File: src/rtl/gcmd_pkg.sv
package gcmd_pkg;
   timeunit 1ns;
   timeprecision 1ps;

   localparam int unsigned HDR_W = 24;
   localparam int unsigned ST_W  = 9;

   localparam int unsigned ST_RPL_EMPTY = 1;
   localparam int unsigned ST_WPL_EMPTY = 3;
   localparam int unsigned ST_CMD_EMPTY = 5;
   localparam int unsigned ST_RD_DONE   = 7;
   localparam int unsigned ST_OVF       = 8;

   localparam logic [1:0] A_HDR  = 2'd0;
   localparam logic [1:0] A_PLD  = 2'd1;
   localparam logic [1:0] A_STAT = 2'd2;

   typedef enum logic [1:0] {SQ_IDLE, SQ_HDR, SQ_PLD, SQ_RESP} seq_state_e;

   typedef struct packed {
      logic [7:0] hi;
      logic [7:0] lo;
      logic [1:0] vc;
      logic [5:0] dt;
   } hdr_t;

   function automatic logic dt_is_long(input logic [5:0] dt);
      return dt[3:0] > 4'd8;
   endfunction

   function automatic logic dt_is_read(input logic [5:0] dt);
      return (dt == 6'h04) || (dt == 6'h14) || (dt == 6'h24) || (dt == 6'h06);
   endfunction

   function automatic logic dt_is_filler(input logic [5:0] dt);
      return (dt == 6'h09) || (dt == 6'h19);
   endfunction
endpackage

File: src/rtl/gcmd_fifo.sv
module gcmd_fifo #(
   parameter int unsigned W     = 32,
   parameter int unsigned DEPTH = 4
) (
   input  logic         clk,
   input  logic         rst_n,
   input  logic         push,
   input  logic [W-1:0] push_data,
   input  logic         pop,
   output logic [W-1:0] head,
   output logic         empty,
   output logic         full
);
   timeunit 1ns;
   timeprecision 1ps;

   localparam int unsigned AW = $clog2(DEPTH);

   if (DEPTH < 2 || (DEPTH & (DEPTH - 1)) != 0) begin : g_bad_depth
      $error("gcmd_fifo: DEPTH must be a power of two of at least 2");
   end

   logic [W-1:0] mem [DEPTH];
   logic [AW:0]  wp, rp;

   assign empty = (wp == rp);
   assign full  = (wp[AW] != rp[AW]) && (wp[AW-1:0] == rp[AW-1:0]);
   assign head  = mem[rp[AW-1:0]];

   always_ff @(posedge clk or negedge rst_n) begin
      if (!rst_n) begin
         wp <= '0;
         rp <= '0;
      end else begin
         if (push && !full) wp <= wp + 1'b1;
         if (pop && !empty) rp <= rp + 1'b1;
      end
   end

   always_ff @(posedge clk) begin
      if (push && !full) mem[wp[AW-1:0]] <= push_data;
   end
endmodule

File: src/rtl/gcmd_tx_seq.sv
module gcmd_tx_seq
   import gcmd_pkg::*;
#(
   parameter int unsigned DATA_W = 32
) (
   input  logic              clk,
   input  logic              rst_n,
   input  logic              cmd_empty,
   input  logic [HDR_W-1:0]  cmd_head,
   output logic              cmd_pop,
   input  logic              pld_empty,
   input  logic [DATA_W-1:0] pld_head,
   output logic              pld_pop,
   output logic              tx_valid,
   input  logic              tx_ready,
   output logic [7:0]        tx_data,
   output logic              tx_last,
   output logic              resp_wait,
   input  logic              resp_end
);
   timeunit 1ns;
   timeprecision 1ps;

   localparam int unsigned BPW = DATA_W / 8;
   localparam int unsigned LW  = $clog2(BPW);

   seq_state_e   st;
   hdr_t         hdr;
   logic [1:0]   hidx;
   logic [15:0]  cnt;
   logic [LW-1:0] lane;
   logic [15:0]  wc;
   logic         lng;
   logic [7:0]   lanes [BPW];

   assign wc  = {hdr.hi, hdr.lo};
   assign lng = dt_is_long(hdr.dt);

   for (genvar g = 0; g < BPW; g++) begin : g_lane
      assign lanes[g] = pld_head[8*g +: 8];
   end

   assign cmd_pop   = (st == SQ_IDLE) && !cmd_empty;
   assign resp_wait = (st == SQ_RESP);

   always_comb begin
      tx_valid = 1'b0;
      tx_data  = '0;
      tx_last  = 1'b0;
      pld_pop  = 1'b0;
      case (st)
         SQ_HDR: begin
            tx_valid = 1'b1;
            case (hidx)
               2'd0:    tx_data = {hdr.vc, hdr.dt};
               2'd1:    tx_data = hdr.lo;
               default: tx_data = hdr.hi;
            endcase
            tx_last = (hidx == 2'd2) && !(lng && wc != 16'd0);
         end
         SQ_PLD: begin
            tx_valid = !pld_empty;
            tx_data  = lanes[lane];
            tx_last  = !pld_empty && (cnt == wc - 16'd1);
            pld_pop  = tx_valid && tx_ready && ((lane == LW'(BPW - 1)) || tx_last);
         end
         default: ;
      endcase
   end

   always_ff @(posedge clk or negedge rst_n) begin
      if (!rst_n) begin
         st   <= SQ_IDLE;
         hdr  <= '0;
         hidx <= '0;
         cnt  <= '0;
         lane <= '0;
      end else begin
         case (st)
            SQ_IDLE: if (!cmd_empty) begin
               hdr  <= hdr_t'(cmd_head);
               hidx <= '0;
               st   <= SQ_HDR;
            end
            SQ_HDR: if (tx_ready) begin
               if (hidx == 2'd2) begin
                  cnt  <= '0;
                  lane <= '0;
                  if (lng && wc != 16'd0)       st <= SQ_PLD;
                  else if (dt_is_read(hdr.dt))  st <= SQ_RESP;
                  else                          st <= SQ_IDLE;
               end else begin
                  hidx <= hidx + 2'd1;
               end
            end
            SQ_PLD: if (tx_valid && tx_ready) begin
               cnt  <= cnt + 16'd1;
               lane <= lane + 1'b1;
               if (tx_last) st <= SQ_IDLE;
            end
            SQ_RESP: if (resp_end) st <= SQ_IDLE;
            default: st <= SQ_IDLE;
         endcase
      end
   end
endmodule

File: src/rtl/gcmd_rx_pack.sv
module gcmd_rx_pack #(
   parameter int unsigned DATA_W = 32
) (
   input  logic              clk,
   input  logic              rst_n,
   input  logic              en,
   input  logic              rx_valid,
   input  logic [7:0]        rx_data,
   input  logic              rx_last,
   output logic              push,
   output logic [DATA_W-1:0] push_data,
   output logic              done
);
   timeunit 1ns;
   timeprecision 1ps;

   localparam int unsigned BPW = DATA_W / 8;
   localparam int unsigned LW  = $clog2(BPW);

   logic [DATA_W-1:0] acc, merged;
   logic [LW-1:0]     k;
   logic              take;

   assign take = en && rx_valid;

   for (genvar g = 0; g < BPW; g++) begin : g_merge
      assign merged[8*g +: 8] = (k == LW'(g)) ? rx_data : acc[8*g +: 8];
   end

   assign push      = take && ((k == LW'(BPW - 1)) || rx_last);
   assign push_data = merged;
   assign done      = take && rx_last;

   always_ff @(posedge clk or negedge rst_n) begin
      if (!rst_n) begin
         acc <= '0;
         k   <= '0;
      end else if (take) begin
         if (push) begin
            acc <= '0;
            k   <= '0;
         end else begin
            acc <= merged;
            k   <= k + 1'b1;
         end
      end
   end
endmodule

File: src/rtl/gcmd_pkt_engine.sv
module gcmd_pkt_engine
   import gcmd_pkg::*;
#(
   parameter int unsigned DATA_W    = 32,
   parameter int unsigned CMD_DEPTH = 4,
   parameter int unsigned WPL_DEPTH = 8,
   parameter int unsigned RPL_DEPTH = 8
) (
   input  logic              clk,
   input  logic              rst_n,
   input  logic              reg_we,
   input  logic              reg_re,
   input  logic [1:0]        reg_addr,
   input  logic [DATA_W-1:0] reg_wdata,
   output logic [DATA_W-1:0] reg_rdata,
   output logic              tx_valid,
   input  logic              tx_ready,
   output logic [7:0]        tx_data,
   output logic              tx_last,
   input  logic              rx_valid,
   input  logic [7:0]        rx_data,
   input  logic              rx_last
);
   timeunit 1ns;
   timeprecision 1ps;

   if (DATA_W != 32 && DATA_W != 64) begin : g_bad_width
      $error("gcmd_pkt_engine: DATA_W must be 32 or 64");
   end

   logic              cmd_push, cmd_pop, cmd_empty, cmd_full;
   logic [HDR_W-1:0]  cmd_head;
   logic              wpl_push, wpl_pop, wpl_empty, wpl_full;
   logic [DATA_W-1:0] wpl_head;
   logic              rpl_push, rpl_pop, rpl_empty, rpl_full;
   logic [DATA_W-1:0] rpl_head, rpl_wdata;
   logic              hdr_wr, resp_wait, resp_done;
   logic              ovf, ovf_set, ovf_clr, rd_done;
   logic [ST_W-1:0]   status_w;

   assign hdr_wr   = reg_we && (reg_addr == A_HDR);
   assign cmd_push = hdr_wr && !dt_is_filler(reg_wdata[5:0]);
   assign wpl_push = reg_we && (reg_addr == A_PLD);
   assign rpl_pop  = reg_re && (reg_addr == A_PLD);

   gcmd_fifo #(.W(HDR_W), .DEPTH(CMD_DEPTH)) u_cmd_fifo (
      .clk(clk), .rst_n(rst_n), .push(cmd_push), .push_data(reg_wdata[HDR_W-1:0]),
      .pop(cmd_pop), .head(cmd_head), .empty(cmd_empty), .full(cmd_full));

   gcmd_fifo #(.W(DATA_W), .DEPTH(WPL_DEPTH)) u_wpl_fifo (
      .clk(clk), .rst_n(rst_n), .push(wpl_push), .push_data(reg_wdata),
      .pop(wpl_pop), .head(wpl_head), .empty(wpl_empty), .full(wpl_full));

   gcmd_fifo #(.W(DATA_W), .DEPTH(RPL_DEPTH)) u_rpl_fifo (
      .clk(clk), .rst_n(rst_n), .push(rpl_push), .push_data(rpl_wdata),
      .pop(rpl_pop), .head(rpl_head), .empty(rpl_empty), .full(rpl_full));

   gcmd_tx_seq #(.DATA_W(DATA_W)) u_tx_seq (
      .clk(clk), .rst_n(rst_n),
      .cmd_empty(cmd_empty), .cmd_head(cmd_head), .cmd_pop(cmd_pop),
      .pld_empty(wpl_empty), .pld_head(wpl_head), .pld_pop(wpl_pop),
      .tx_valid(tx_valid), .tx_ready(tx_ready), .tx_data(tx_data), .tx_last(tx_last),
      .resp_wait(resp_wait), .resp_end(resp_done));

   gcmd_rx_pack #(.DATA_W(DATA_W)) u_rx_pack (
      .clk(clk), .rst_n(rst_n), .en(resp_wait),
      .rx_valid(rx_valid), .rx_data(rx_data), .rx_last(rx_last),
      .push(rpl_push), .push_data(rpl_wdata), .done(resp_done));

   assign ovf_set = (cmd_push && cmd_full) || (wpl_push && wpl_full) || (rpl_push && rpl_full);
   assign ovf_clr = reg_we && (reg_addr == A_STAT) && reg_wdata[ST_OVF];

   always_ff @(posedge clk or negedge rst_n) begin
      if (!rst_n) begin
         ovf     <= 1'b0;
         rd_done <= 1'b0;
      end else begin
         if (ovf_set)      ovf <= 1'b1;
         else if (ovf_clr) ovf <= 1'b0;
         if (resp_done)    rd_done <= 1'b1;
         else if (hdr_wr)  rd_done <= 1'b0;
      end
   end

   always_comb begin
      status_w               = '0;
      status_w[ST_RPL_EMPTY] = rpl_empty;
      status_w[ST_WPL_EMPTY] = wpl_empty;
      status_w[ST_CMD_EMPTY] = cmd_empty;
      status_w[ST_RD_DONE]   = rd_done;
      status_w[ST_OVF]       = ovf;
   end

   always_comb begin
      case (reg_addr)
         A_PLD:   reg_rdata = rpl_empty ? '0 : rpl_head;
         A_STAT:  reg_rdata = DATA_W'(status_w);
         default: reg_rdata = '0;
      endcase
   end
endmodule

File: config.mk
export PLATFORM = sky130hd
export DESIGN_NAME = gcmd_pkt_engine
export DESIGN_NICKNAME = d
export VERILOG_FILES = /design/src/rtl/gcmd_pkg.sv /design/src/rtl/gcmd_fifo.sv /design/src/rtl/gcmd_tx_seq.sv /design/src/rtl/gcmd_rx_pack.sv /design/src/rtl/gcmd_pkt_engine.sv
export SDC_FILE = /design/constraint.sdc
export NUM_CORES = 1
export LEC_CHECK = 0
export BUFFER_PORTS_ARGS = -buffer_cell sky130_fd_sc_hd__clkbuf_2
export CAP_MARGIN = 15
export CORE_MARGIN = 2
export CORE_UTILIZATION = 45
export DETAILED_ROUTE_END_ITERATION = 6
export SYNTH_ARGS = -nofsm -noshare
export SYNTH_HDL_FRONTEND = slang
export SYNTH_SLANG_ARGS = --single-unit
File: constraint.sdc
create_clock -name clk -period 3.8 [get_ports clk]
set_input_delay 0.38 -clock clk [delete_from_list [all_inputs] [get_ports clk]]
set_output_delay 0.38 -clock clk [all_outputs]
set_load 0.01 [all_outputs]
Yosys cells after proc, flatten, opt, wreduce, memory -nomap -nowiden
Memories as Yosys holds them, arrays and structs flattened. A register that Yosys moved wholly into a read port is not among the register bits.
Index checks and enable logic that the tools add are counted.
Storage, ports and cells
  RAM bits: 608
  input port bits: 49
  register bits: 80
  memories kept: 3
Cells by class
  order comparisons: 2
  reductions and logical operators: 58
  add/subtract/negate cells: 11
  eq/ne operators: 34
  bitwise logic cells: 2
  mux-type cells: 47
Memories
  u_rpl_fifo.mem: words 8, width 32, read ports 1, clocked after memory_dff 0, wr ports 1, line gcmd_fifo.sv:23  | logic [W-1:0] mem [DEPTH];
  u_wpl_fifo.mem: words 8, width 32, read ports 1, clocked after memory_dff 0, wr ports 1, line gcmd_fifo.sv:23
  u_cmd_fifo.mem: words 4, width 24, read ports 1, clocked after memory_dff 1, wr ports 1, line gcmd_fifo.sv:23
Operator list (count)
  32-bit 2-to-1 mux: 2
  32-bit one-hot mux with 2 select lines: 1
  16-bit 2-to-1 mux: 3
  8-bit 2-to-1 mux: 6
  16-bit one-hot mux with 2 select lines: 1
  8-bit one-hot mux with 2 select lines: 2
  2-bit 2-to-1 mux: 15
  1-bit logical AND: 28
  16-bit by 1-bit adder with 16-bit output (second input constant): 1
  4-bit by 1-bit adder with 4-bit output (second input constant): 4
  8-bit binary-select mux with 2-bit select: 1
  16-bit equality test: 1
  16-bit nonzero test: 1
  16-bit by 1-bit subtractor with 16-bit output (second input constant): 1
  2-bit equality test (second input constant): 7
  6-bit by 3-bit equality test with 1-bit output (second input constant): 2
  6-bit by 5-bit equality test with 1-bit output (second input constant): 2
  1-bit 2-to-1 mux: 11
  2-bit != test (second input constant): 5
  3-bit equality test: 3
  1-bit logical NOT: 9
  2-bit by 1-bit equality test with 1-bit output (second input constant): 4
  4-bit equality test: 2
  2-bit logical NOT: 4
  other kinds (19): 38

Longest topological paths before layout
  depth after elaboration: 9
  mapped depth: 11
  gate-level depth less buffers: 10

Modules after synthesis
From an unflattened synthesis, not the netlist that was laid out.
Unflattened totals
  cells, all modules: 1567
  area, all modules: 30204.0 µm²
By module, submodules not included
  gcmd_fifo at u_rpl_fifo ...: seq. area each 7887.6 µm², cells each 428, area an instance 10396.2 µm², times used 2
  gcmd_fifo at u_cmd_fifo: seq. area each 3032.9 µm², cells each 174, area an instance 3981.3 µm², times used 1
  gcmd_tx_seq: seq. area each 1151.1 µm², cells each 360, area an instance 3357.0 µm², times used 1
  gcmd_rx_pack: seq. area each 850.8 µm², cells each 120, area an instance 1650.3 µm², times used 1
  gcmd_pkt_engine: seq. area each 50.0 µm², cells each 57, area an instance 422.9 µm², times used 1

Worst setup path after synthesis
Ideal clock, no wire load.
  kind: register to register
  start point: reg u_rx_pack.k[0]
  end point: mem u_rpl_fifo.mem[0][0] (enable)
  slack: -455 ps
  cell stages (with the launch flop): 7
  required time: 3339 ps
  period minus slack after synthesis: 4255 ps
  arrival time: 3794 ps
  buffers on the path: 2
  path through: dfrtp_1 > ha_1 > clkbuf_1 > o21ai_0 > clkbuf_1 > or3_1 > nor3_1
Between the ends
  longest elaborated chain between the ends: 6
Ends and longest elaborated chain
  start: declaration: line gcmd_rx_pack.sv:21  | logic [LW-1:0] k;
  start signal: assignment: line gcmd_rx_pack.sv:44  | k <= k + 1'b1;
  2-bit equality test: line gcmd_rx_pack.sv:30  | assign push = take && ((k == LW'(BPW - 1)) || rx_last);
  1-bit logical OR: line gcmd_rx_pack.sv:30
  1-bit logical AND: line gcmd_rx_pack.sv:30
  1-bit logical AND: line gcmd_fifo.sv:41  | if (push && !full) mem[wp[AW-1:0]] <= push_data;
  1-bit 2-to-1 mux: line gcmd_fifo.sv:41
  1-bit 2-to-1 mux (not written as such): line gcmd_fifo.sv:41
  end: declaration: line gcmd_fifo.sv:23
Every way passes these cells.

Worst setup path after layout
  start point: reg u_wpl_fifo.rp[0]
  end point: out tx_data[4]
Between the ends
  longest elaborated chain between the ends: 5
Ends and longest elaborated chain
  start: declaration: line gcmd_fifo.sv:24  | logic [AW:0] wp, rp;
  start signal: assignment: line gcmd_fifo.sv:36  | if (pop && !empty) rp <= rp + 1'b1;
  memory read 8 x 32 bit
  8-bit binary-select mux with 2-bit select: line gcmd_tx_seq.sv:63  | tx_data = lanes[lane];
  8-bit 2-to-1 mux (not written as such) (2 in series): line gcmd_tx_seq.sv:63
  8-bit one-hot mux with 2 select lines: line gcmd_tx_seq.sv:51  | case (st)
  end: declaration: line gcmd_pkt_engine.sv:18  | output logic [7:0] tx_data,
Every way passes these cells. The select of a mux whose other input is x is not followed.

==> impl_metrics.json <==
{
  "outcome": "completed",
  "drive_above_1_share_pct": 25.1,
  "worst-path-max-fanout": 12,
  "grt_max_degree": 68,
  "cts_tree": "yes",
  "root_buffer": "clkbuf_16",
  "async_reset_ff_share_pct": 14.6,
  "ys_seq_area_share_pct": 71.5,
  "synth-xor-area-share_pct": 1.59,
  "ant_nets": 0,
  "num_rows": 93,
  "gp_congestion": 0.780,
  "worst_pin_slew_ns": 1.04,
  "path_class": "reg2out",
  "routed-wl-met2_mm": 30.9,
  "cp.arrival_ns": 3.28,
  "dieArea_mm2": 0.0669,
  "ys_types": 60,
  "fin_ws_ns": 0.140,
  "drcViolationCount": 0,
  "setup_viol": 0,
  "firstDrtPassIters": 5,
  "die_h_um": 259,
  "syn_area_mm2": 0.0292,
  "yosys.area_share.simple_pct": 5.23,
  "synth_mux_area_share_pct": 15.0,
  "syn_area_per_cell_um2": 17.6,
  "dr_wl_met3_mm": 3.51,
  "final_core_util_pct": 51.9,
  "final_area_mm2": 0.0334,
  "place_area_mm2": 0.0310,
  "grt_pass1_vias": 15500,
  "grt_first_pass_wirelength_mm": 97.4,
  "drv_cap": 0,
  "cts_max_level": 3,
  "fin_crit_ns": 3.66,
  "final_max_slew_viol_count": 0,
  "fin_tns_setup_ns": 0,
  "synth_top_family_by_area": "multiplexers",
  "path_common_cell": "a21oi_1",
  "rsz0062_at_grt": "no",
  "io_pins": 91,
  "port_buffers": 90,
  "syn_nets": 1735,
  "cp-start-kind": "flip-flop",
  "routed.top_layer": "met5",
  "synth-compound-area-share_pct": 3.80,
  "holdWs_ns": 0.0504,
  "clk_latency_ns": 0.61,
  "start_util_pct": 45.4,
  "yosysWarnings": 0,
  "dieWidth_um": 259,
  "syn_inst": 1659,
  "clk_path_buf_depth": 3,
  "cpMaxStageDelayCell": "dfrtp_4",
  "ys.flop_type": "edfxtp_1",
  "leakagePower_nw": 11.2,
  "hold_viol_final": 0,
  "p_per_area_mw_per_mm2": 578,
  "core_mm2": 0.0642,
  "antenna_found_initial": 5,
  "clock_sinks": 712,
  "cp_cell_sequence": "buf_4 -> mux4_2 -> o22ai_1 -> a21oi_1 -> a21oi_1 -> a2bb2oi_1 -> nor2b_1 -> clkbuf_2",
  "clock_skew_ns": 0.0275,
  "place_inst": 2576,
  "clk_pin_slew_ns": 0.06,
  "fillers": 5198,
  "fmax_mhz": 273,
  "overflow": 0,
  "end_kind": "output port",
  "post-route-period-util_pct": 96.3,
  "synth_seq_cells": 712,
  "hold_path.class": "in2reg",
  "syn_to_final_growth_pct": 14.4,
  "met1_length_mm": 29.4,
  "routed_wl_mm": 65.0,
  "worstPathRequired_ns": 3.42,
  "numCtsBuffers": 73,
  "synth_fa_ha_area_share_pct": 1.19,
  "fin_nets": 1875,
  "max_stage_delay_ns": 0.63,
  "viasPerCell": 5.60,
  "maxSlewHeadroom_pct": 30.5,
  "place_ws_ns": 0.653,
  "via_count": 15200,
  "vdd_drop_max_v": 0.000438,
  "grt_usage_pct": 19.6,
  "synth_edf_count": 608,
  "drt-initial-drc-count": 1352,
  "wl_per_cell_um": 23.9,
  "p_total_mw": 19.3,
  "post_layout_nonfiller_instances": 2718,
  "hpwlAfterDp_mm": 38.8
}
## worst paths after layout
path	slack (ns)	endpoint	cells after the start	from
worst max-delay path	0.14	tx_data[4]	8	u_wpl_fifo.rp[0]$_DFFE_PN0P_
worst min-delay path	0.05	u_wpl_fifo.mem[2][28]$_DFFE_PP_	1	reg_wdata[28]
max in group asynchronous	2.46	u_rx_pack.k[1]$_DFFE_PN0P_	3	rst_n
worst min register to register	0.47	u_rx_pack.acc[2]$_DFFE_PN0P_	2	u_rx_pack.acc[2]$_DFFE_PN0P_
min in group asynchronous	0.41	u_tx_seq.cnt[14]$_DFFE_PN0P_	2	rst_n
worst max register to register	0.83	u_rpl_fifo.mem[3][29]$_DFFE_PP_	6	u_rx_pack.k[0]$_DFFE_PN0P_
## per-layer routing
metal  vias up  track usage, %
met5         -               0
met4         6            5.19
met3        80            3.17
met2       367            30.9
met1      7970            28.5
li1       6807               -
## worst max-delay path: cells and delay by family, from the launching register on
kind            cells  cell delay [ns]
compound gates      4             1.00
flops               1             0.63
mux                 1             0.51
buf+inv             2             0.43
simple gates        1             0.09
## timing repair
item | 4_1_cts | 5_1_grt
endpoints found under the hold margin | 56 | 0
resized for setup | 0 | 6
gates cloned | 0 | 1
setup endpoints to repair | 2 | 2
buffers inserted | 1 | 0
hold buffers | 1 | 0
## synth_stat cells, types with 3 or more instances
cell type  count  share of area, %
dfrtp_1      104               8.9
inv_1         21              0.27
edfxtp_1     608                63
buf_1         13              0.17
nor2b_1       10              0.21
or3_1         10              0.21
mux2i_1       99               3.4
nand3_1       20              0.34
nor3_1        18              0.31
xnor2_1       34               1.0
and3_1        12              0.26
a31oi_1        3             0.064
buf_2         13              0.22
a21boi_0       4              0.10
o221ai_1      32              0.96
o22ai_1       21              0.45
a21oi_1       29              0.50
nand4_1        5              0.11
o21ai_0       19              0.33
nand2_1      134               1.7
a2bb2oi_1      5              0.15
nor2_1        59              0.76
ha_1          27               1.2
nand2b_1      32              0.69
and2_1        12              0.26
clkbuf_1      51              0.66
nor4_1         3             0.064
a21o_1         3             0.077
a22oi_1        8              0.21
mux4_2       120               9.3
mux2_2        60               2.3
a22o_1         6              0.18
buf_4          4              0.10
a211oi_1       9              0.23
xor2_1        19              0.57
## flip-flops by register name, summed over array words and instances, names as in the netlist
register and count:
u_tx_seq.cnt 16, u_cmd_fifo.mem 96, u_wpl_fifo.rp 4, u_rx_pack.acc 32
u_tx_seq.hdr 24, u_wpl_fifo.mem 256, u_tx_seq.lane 2, ovf 1
u_rx_pack.k 2, u_tx_seq.st 2, u_cmd_fifo.rp 3, u_rpl_fifo.rp 4
rd_done 1, u_cmd_fifo.wp 3, u_rpl_fifo.wp 4, u_wpl_fifo.wp 4
u_rpl_fifo.mem 256, u_tx_seq.hidx 2
## power by group
group | leakage (nW) | internal (mW) | switching [mW]
clock | 1.11 | 3.97 | 2.94
combinational | 3.65 | 1.39 | 1.91
sequential | 6.45 | 8.75 | 0.319
## layout make-up
type | instances | area, um2 | area share, %
Clock buffer | 97 | 1940 | 5.81
Multi-Input combinational cell | 839 | 7970 | 23.9
Sequential cell | 712 | 20900 | 62.6
Timing Repair Buffer | 151 | 1030 | 3.10
Clock inverter | 38 | 369 | 1.11
Inverter | 22 | 82.6 | 0.248
Tap cell | 855 | 1070 | 3.21
Antenna cell | 4 | 10.0 | 0.0300
## layout by cell type, fill, tap and decap left out, types with 47 or more instances in the layout
| master | instances |
|---|---|
| edfxtp_1 | 608 |
| buf_4 | 51 |
| clkbuf_2 | 89 |
| dfrtp_1 | 97 |
| mux2i_1 | 99 |
| clkbuf_16 | 75 |
| nor2_1 | 47 |
| mux4_2 | 120 |
| nand2_1 | 134 |
| mux2_2 | 60 |
## logic make-up (layout without fill, tap and decap cells)
kind of cell / count (synthesis) / count (layout)
other: 0 / 4
buffers and inverters: 108 / 308
muxes: 280 / 280
DFF: 712 / 712
xor gates and xnor gates: 53 / 53
adders and majority gates: 28 / 28
and+or+nand+nor: 324 / 324
AOI/OAI and AO/OA: 154 / 154
No activity file was read; power rests on OpenSTA's default activity.
